`src/rtl/nco_pkg.sv`:
```
package nco_pkg;
  localparam int NCO_W = 16;
  localparam int HALF  = 1 << (NCO_W - 1);
  typedef logic [NCO_W-1:0] phase_t;
endpackage

```
`src/rtl/nco_inc_map.sv`:
```
module nco_inc_map
  import nco_pkg::*;
(
  input  phase_t word_i,
  output phase_t inc_o
);
  always_comb begin
    if (word_i[NCO_W-1]) inc_o = (~word_i) + phase_t'(1);
    else                 inc_o = word_i;
  end

  always_comb begin
    assert_inc_range_R3: assert (inc_o <= phase_t'(HALF));
  end
endmodule

```
`src/rtl/nco_phase_acc.sv`:
```
module nco_phase_acc
  import nco_pkg::*;
(
  input  logic   clk,
  input  logic   rst_n,
  input  logic   en,
  input  logic   halt,
  input  phase_t inc_i,
  output phase_t phase_o
);
  phase_t phase_q, phase_d;
  logic   clear;

  assign clear = !en || halt;

  always_comb begin
    if (clear) phase_d = '0;
    else       phase_d = phase_q + inc_i;
  end

  always_ff @(posedge clk or negedge rst_n) begin
    if (!rst_n) phase_q <= '0;
    else        phase_q <= phase_d;
  end

  assign phase_o = phase_q;

  assert_disable_clear_R8: assert property (@(posedge clk) disable iff (!rst_n)
    !en |=> (phase_q == '0));
  assert_halt_clear_R7: assert property (@(posedge clk) disable iff (!rst_n)
    halt |=> (phase_q == '0));
endmodule

```
`src/rtl/nco_edge_tick.sv`:
```
module nco_edge_tick (
  input  logic clk,
  input  logic rst_n,
  input  logic level_i,
  output logic tick_o
);
  logic prev_q;

  always_ff @(posedge clk or negedge rst_n) begin
    if (!rst_n) prev_q <= 1'b0;
    else        prev_q <= level_i;
  end

  assign tick_o = level_i & ~prev_q;

  assert_tick_single_R5: assert property (@(posedge clk) disable iff (!rst_n)
    tick_o |=> !tick_o);
endmodule

```
`src/rtl/nco_var_freq.sv`:
```
module nco_var_freq
  import nco_pkg::*;
(
  input  logic        clk,
  input  logic        rst_n,
  input  logic        en,
  input  logic [15:0] freq_word,
  output logic        wave_o,
  output logic        rise_tick_o
);
  phase_t inc, phase;
  logic   word_zero;

  assign word_zero = (freq_word == '0);

  nco_inc_map u_map (.word_i(freq_word), .inc_o(inc));

  nco_phase_acc u_acc (
    .clk(clk), .rst_n(rst_n), .en(en), .halt(word_zero),
    .inc_i(inc), .phase_o(phase)
  );

  assign wave_o = phase[NCO_W-1];

  nco_edge_tick u_tick (
    .clk(clk), .rst_n(rst_n), .level_i(wave_o), .tick_o(rise_tick_o)
  );

  assert_tick_on_rise_R5: assert property (@(posedge clk) disable iff (!rst_n)
    rise_tick_o |-> $rose(wave_o));
  assert_zero_low_R7: assert property (@(posedge clk) disable iff (!rst_n)
    (word_zero || !en) |=> !wave_o);
endmodule

```
`config.mk`:
```
export PLATFORM = sky130hd
export DESIGN_NAME = nco_var_freq
export DESIGN_NICKNAME = d
export VERILOG_FILES = /design/src/rtl/nco_pkg.sv /design/src/rtl/nco_inc_map.sv /design/src/rtl/nco_phase_acc.sv /design/src/rtl/nco_edge_tick.sv /design/src/rtl/nco_var_freq.sv
export SDC_FILE = /design/constraint.sdc
export NUM_CORES = 1
export LEC_CHECK = 0
export ABC_CLOCK_PERIOD_IN_PS = 3300
export BUFFER_PORTS_ARGS = -buffer_cell sky130_fd_sc_hd__buf_2
export CORE_MARGIN = 2
export CORE_UTILIZATION = 60
export DETAILED_ROUTE_END_ITERATION = 16
export PLACE_DENSITY = 0.82
export SYNTH_ARGS = -nofsm -noshare
export SYNTH_HDL_FRONTEND = slang
export SYNTH_SLANG_ARGS = --single-unit
```
`constraint.sdc`:
```
create_clock -name clk -period 3.3 [get_ports clk]
set_input_delay 0.33 -clock clk [delete_from_list [all_inputs] [get_ports clk]]
set_output_delay 0.33 -clock clk [all_outputs]
set_load 0.01 [all_outputs]
```
==> impl_metrics.prom <==
# TYPE chip_impl_metric gauge
chip_impl_info{name="tritoncts",value="built"} 1
chip_impl_metric{name="detailedRoute.firstIterationViolations",unit=""} 33
chip_impl_info{name="worst_setup_path_end_kind",value="register"} 1
chip_impl_metric{name="routed-via-count",unit=""} 1449
chip_impl_metric{name="cts_hold_buf",unit=""} 1
chip_impl_metric{name="synth-seq-cells",unit=""} 17
chip_impl_metric{name="drv_slew",unit=""} 0
chip_impl_info{name="run_status",value="finished, final reports clean"} 1
chip_impl_metric{name="final_std_cell_area_no_fill",unit="um2"} 1780
chip_impl_metric{name="p_int",unit="uW"} 653
chip_impl_metric{name="timing.critical_path.slowest_cell_delay",unit="ns"} 0.57
chip_impl_metric{name="detail-route-antenna-nets",unit=""} 0
chip_impl_metric{name="drt_pre_antenna_iters",unit=""} 4
chip_impl_metric{name="timing.max_slew.rel_slack",unit="%"} 68.5
chip_impl_info{name="r2r-end",value="u_acc.phase_o[12]"} 1
chip_impl_metric{name="final_min_period_over_clock_period",unit="%"} 88.4
chip_impl_metric{name="post_synth.cell_area_avg",unit="um2"} 8.60
chip_impl_metric{name="synth_fp_nets",unit=""} 226
chip_impl_metric{name="h-tree-depth",unit=""} 1
chip_impl_metric{name="design.die.area",unit="um2"} 3110
chip_impl_info{name="synth_top_cell_by_area",value="sky130_fd_sc_hd__dfrtp_1"} 1
chip_impl_metric{name="initial_utilization",unit="%"} 64.4
chip_impl_metric{name="finalNetCount",unit=""} 251
chip_impl_metric{name="clkSlewWorstSetupHoldPaths",unit="ns"} 0.11
chip_impl_metric{name="post_synthesis_cell_type_count",unit=""} 33
chip_impl_metric{name="p_clk_share",unit="%"} 10.0
chip_impl_metric{name="final.setup.tns",unit="ns"} 0
chip_impl_metric{name="core.rowCount",unit=""} 18
chip_impl_metric{name="critical_path_buf_inv_count",unit=""} 1
chip_impl_metric{name="synth.yosys.seq_area_share",unit="%"} 26.4
chip_impl_metric{name="combinational_share_of_power",unit="%"} 63.3
chip_impl_metric{name="die_w",unit="um"} 55.8
chip_impl_info{name="synth_top_cells_by_area",value="sky130_fd_sc_hd__dfrtp_1 (26%), sky130_fd_sc_hd__ha_1 (15%), sky130_fd_sc_hd__xnor2_1 (9.8%)"} 1
chip_impl_metric{name="layout-drive-gt1-share",unit="%"} 15.6
chip_impl_info{name="clock_tree.root_cell",value="sky130_fd_sc_hd__clkbuf_4"} 1
chip_impl_info{name="hold_path_end",value="u_acc.phase_o[0]"} 1
chip_impl_metric{name="worst_slew_pin_slew",unit="ns"} 0.471
chip_impl_metric{name="reg2reg_setup_slack",unit="ns"} 1.14
chip_impl_metric{name="grt_pass1_vias",unit=""} 1460
chip_impl_metric{name="fp.dieH",unit="um"} 55.8
chip_impl_metric{name="pwr_density_cell",unit="nW/um2"} 672
chip_impl_metric{name="first_pass_grt_wire_length",unit="um"} 6180
chip_impl_info{name="critical-path-top-delay-family",value="simple AND/OR/NAND/NOR gates"} 1
chip_impl_info{name="cell_breakdown_of_the_critical_path",value="buf_2 -> or4_4 -> or4_4 -> o21ai_0 -> xnor2_1 -> ha_1 -> nand2_1 -> o41ai_1 -> xnor2_1 -> nor2_1"} 1
chip_impl_metric{name="postCtsSetupBuffers",unit=""} 0
chip_impl_metric{name="m1WireLength",unit="um"} 1530
chip_impl_metric{name="final_util",unit="%"} 71.2
chip_impl_metric{name="switching_power",unit="uW"} 543
chip_impl_metric{name="required_time_at_the_endpoint_of_the_critical_path",unit="ns"} 3.49
chip_impl_metric{name="place_hpwl",unit="um"} 2760
chip_impl_metric{name="fmaxAchievable",unit="GHz"} 0.343
chip_impl_metric{name="grt_remaining_overflow",unit=""} 0
chip_impl_metric{name="mappedNetlistArea",unit="um2"} 1610
chip_impl_metric{name="seq_power_share",unit="%"} 26.7
chip_impl_metric{name="number_of_ports_placed_on_the_die_boundary",unit=""} 21
chip_impl_metric{name="instances_no_fill",unit=""} 241
chip_impl_info{name="worstReg2RegStart",value="u_acc.phase_o[0]"} 1
chip_impl_metric{name="met2_wirelength",unit="um"} 1780
chip_impl_metric{name="fin_skew",unit="ns"} 0.00399
chip_impl_metric{name="n_antenna_cell",unit=""} 0
chip_impl_metric{name="p_leak",unit="nW"} 0.802
chip_impl_info{name="timing.hold.worst.start",value="freq_word[0]"} 1
chip_impl_metric{name="grt_start_max_net_pins",unit=""} 18
chip_impl_metric{name="cts_made_buffers",unit=""} 3
chip_impl_metric{name="antenna_found_initial",unit=""} 0
chip_impl_metric{name="crit_path_max_fanout",unit=""} 7
chip_impl_info{name="setup.worst_path.class",value="in2reg"} 1
chip_impl_metric{name="netSwitchingFraction",unit="%"} 45.4
chip_impl_metric{name="clockBufferDepth",unit=""} 2
chip_impl_metric{name="setup_viol",unit=""} 0
chip_impl_metric{name="whs_path_depth",unit=""} 4
chip_impl_info{name="worst_hold_path_type",value="in2reg"} 1
chip_impl_metric{name="area_growth_syn_to_layout",unit="%"} 10.6
chip_impl_metric{name="min_period",unit="ns"} 2.92
chip_impl_metric{name="globalRouteTotalUtil",unit="%"} 24.3
chip_impl_info{name="launching_element_type_of_the_critical_path",value="primary input"} 1
chip_impl_metric{name="report.final.hold_viol_count",unit=""} 0
chip_impl_metric{name="place.detailed.instances",unit=""} 236
chip_impl_metric{name="post_synth_inst_count",unit=""} 187
chip_impl_info{name="rsz0062_at_grt",value="false"} 1
chip_impl_metric{name="worst_case_reg_to_reg_path_depth",unit=""} 9
chip_impl_metric{name="postPlaceCellArea",unit="um2"} 1740
chip_impl_metric{name="nFillCells",unit=""} 216
chip_impl_metric{name="core",unit="um2"} 2500
chip_impl_metric{name="port-buffer-count",unit=""} 20
chip_impl_metric{name="peakVddDrop",unit="V"} 0.000466
chip_impl_metric{name="routed-wl-met3",unit="um"} 142
chip_impl_metric{name="route.detailed.vias_per_inst",unit=""} 6.01
chip_impl_info{name="worst_path_max_delay_cell",value="sky130_fd_sc_hd__or4_4"} 1
chip_impl_metric{name="synth_top_area_share",unit="%"} 26.4
chip_impl_info{name="highest-signal-layer",value="met4"} 1
chip_impl_metric{name="cp_data_arrival_time",unit="ns"} 3.11
chip_impl_metric{name="clock_sink_count",unit=""} 17
chip_impl_metric{name="route.detailed.drc",unit=""} 0
chip_impl_metric{name="clock_insertion_delay_worst_skew",unit="ns"} 0.29
chip_impl_metric{name="synth-warning-count",unit=""} 0
chip_impl_metric{name="total_of_max_cap_violations",unit=""} 0
chip_impl_metric{name="routed_wire_length_per_instance",unit="um"} 14.5
chip_impl_metric{name="routability_congestion_estimate",unit=""} 1.02
chip_impl_metric{name="drt_wl_total",unit="um"} 3510
chip_impl_metric{name="cts.repair.resized",unit=""} 0
[layout make-up]
type / instances / area [um2] / area share, %
inverter: 12 / 45.0 / 2.53
tap: 30 / 37.5 / 2.11
clock buffer: 4 / 26.3 / 1.48
multi-input combinational: 155 / 1120 / 62.9
sequential: 17 / 425 / 23.9
timing repair buffer: 23 / 125 / 7.03
[layout by cell type (no fill, tap or decap), types with 5 or more instances in the layout]
| cell | count |
|---|---|
| sky130_fd_sc_hd__nand4_1 | 5 |
| sky130_fd_sc_hd__o21ai_0 | 12 |
| sky130_fd_sc_hd__nand2_1 | 16 |
| sky130_fd_sc_hd__a21oi_1 | 17 |
| sky130_fd_sc_hd__xnor2_1 | 18 |
| sky130_fd_sc_hd__o31ai_1 | 5 |
| sky130_fd_sc_hd__inv_1 | 12 |
| sky130_fd_sc_hd__buf_2 | 20 |
| sky130_fd_sc_hd__nor2b_1 | 5 |
| sky130_fd_sc_hd__nor2_1 | 15 |
| sky130_fd_sc_hd__ha_1 | 19 |
| sky130_fd_sc_hd__nor3_1 | 6 |
| sky130_fd_sc_hd__dfrtp_1 | 17 |
[synthesized netlist by cell type]
master,n
sky130_fd_sc_hd__or4_4,3
sky130_fd_sc_hd__a21oi_1,17
sky130_fd_sc_hd__o21a_1,3
sky130_fd_sc_hd__fa_1,1
sky130_fd_sc_hd__o41ai_1,3
sky130_fd_sc_hd__nor3b_1,4
sky130_fd_sc_hd__buf_6,1
sky130_fd_sc_hd__nand2b_1,1
sky130_fd_sc_hd__xor2_1,3
sky130_fd_sc_hd__ha_1,19
sky130_fd_sc_hd__nand3_1,3
sky130_fd_sc_hd__nor2_2,1
sky130_fd_sc_hd__xnor2_1,18
sky130_fd_sc_hd__o221ai_1,1
sky130_fd_sc_hd__or3_2,1
sky130_fd_sc_hd__nor3_1,6
sky130_fd_sc_hd__a211oi_1,2
sky130_fd_sc_hd__nand4_1,5
sky130_fd_sc_hd__nor2b_1,5
sky130_fd_sc_hd__or2_2,1
sky130_fd_sc_hd__o211ai_1,2
sky130_fd_sc_hd__dfrtp_1,17
sky130_fd_sc_hd__o21ai_0,12
sky130_fd_sc_hd__nor4_4,1
sky130_fd_sc_hd__o31ai_1,5
sky130_fd_sc_hd__nor2_1,15
sky130_fd_sc_hd__clkbuf_1,2
sky130_fd_sc_hd__o41ai_4,1
sky130_fd_sc_hd__nand2_1,16
sky130_fd_sc_hd__a21o_1,3
sky130_fd_sc_hd__inv_1,12
sky130_fd_sc_hd__or4_1,1
sky130_fd_sc_hd__o21bai_1,2
[worst max-delay path by stage]
stage	slack, ns	start	depth (start not counted)	end
floorplan	0.44	freq_word[6]	9	u_acc.phase_o[15]
global placement	0.09	freq_word[6]	10	u_acc.phase_o[15]
detailed placement	0.08	freq_word[6]	10	u_acc.phase_o[15]
CTS	0.39	freq_word[6]	10	u_acc.phase_o[15]
global route	0.26	freq_word[6]	10	u_acc.phase_o[15]
finish	0.38	freq_word[6]	10	u_acc.phase_o[13]
[power by group through the flow]
stage	sequential [mW]	clock (mW)	combinational, mW
after floorplan	0.317	0	0.585
after global placement	0.321	0	0.724
after detailed placement	0.326	0	0.746
after CTS	0.321	0.123	0.755
after global routing	0.331	0.132	0.852
final	0.320	0.119	0.757
[routing by layer]
metal  vias to the layer above  GRT usage, %
li1                        724             -
met2                        36          42.3
met5                         -             0
met4                         0          10.8
met3                         6          3.95
met1                       683          29.3
[worst register-to-register path: cells and delay by family (launching register included)]
family	cells	cell delay, ns
AND/OR/NAND/NOR	2	0.21
buffers and inverters	1	0.05
AO/OA/AOI/OAI	4	0.92
flip-flops	1	0.34
adder cells (fa/ha/maj)	2	0.52
[per-stage QoR]
stage / total power, mW / worst slack (ns) / hold WS [ns]
final: 1.20 / 0.383 / 0.425
after global routing: 1.32 / 0.265 / 0.444
after CTS: 1.20 / 0.387 / 0.422
after detailed placement: 1.07 / 0.0819 / 0.287
after global placement: 1.04 / 0.0933 / 0.280
after floorplan: 0.902 / 0.443 / 0.0344
[state kept, by name (all words and copies together) (netlist names)]
signal	flops
u_tick.prev_q	1
u_acc.phase_o	16
[cell families (layout without fill, tap and decap cells)]
logic type	Yosys count	count (layout)	synth area share, %
AOI/OAI and AO/OA	51	51	20.8
adders and majority gates	20	20	16.0
xor gates and xnor gates	21	21	11.4
buffers and inverters	15	39	3.97
and+or+nand+nor	63	63	21.3
DFF	17	17	26.4
(Power assumes the default switching activity.)
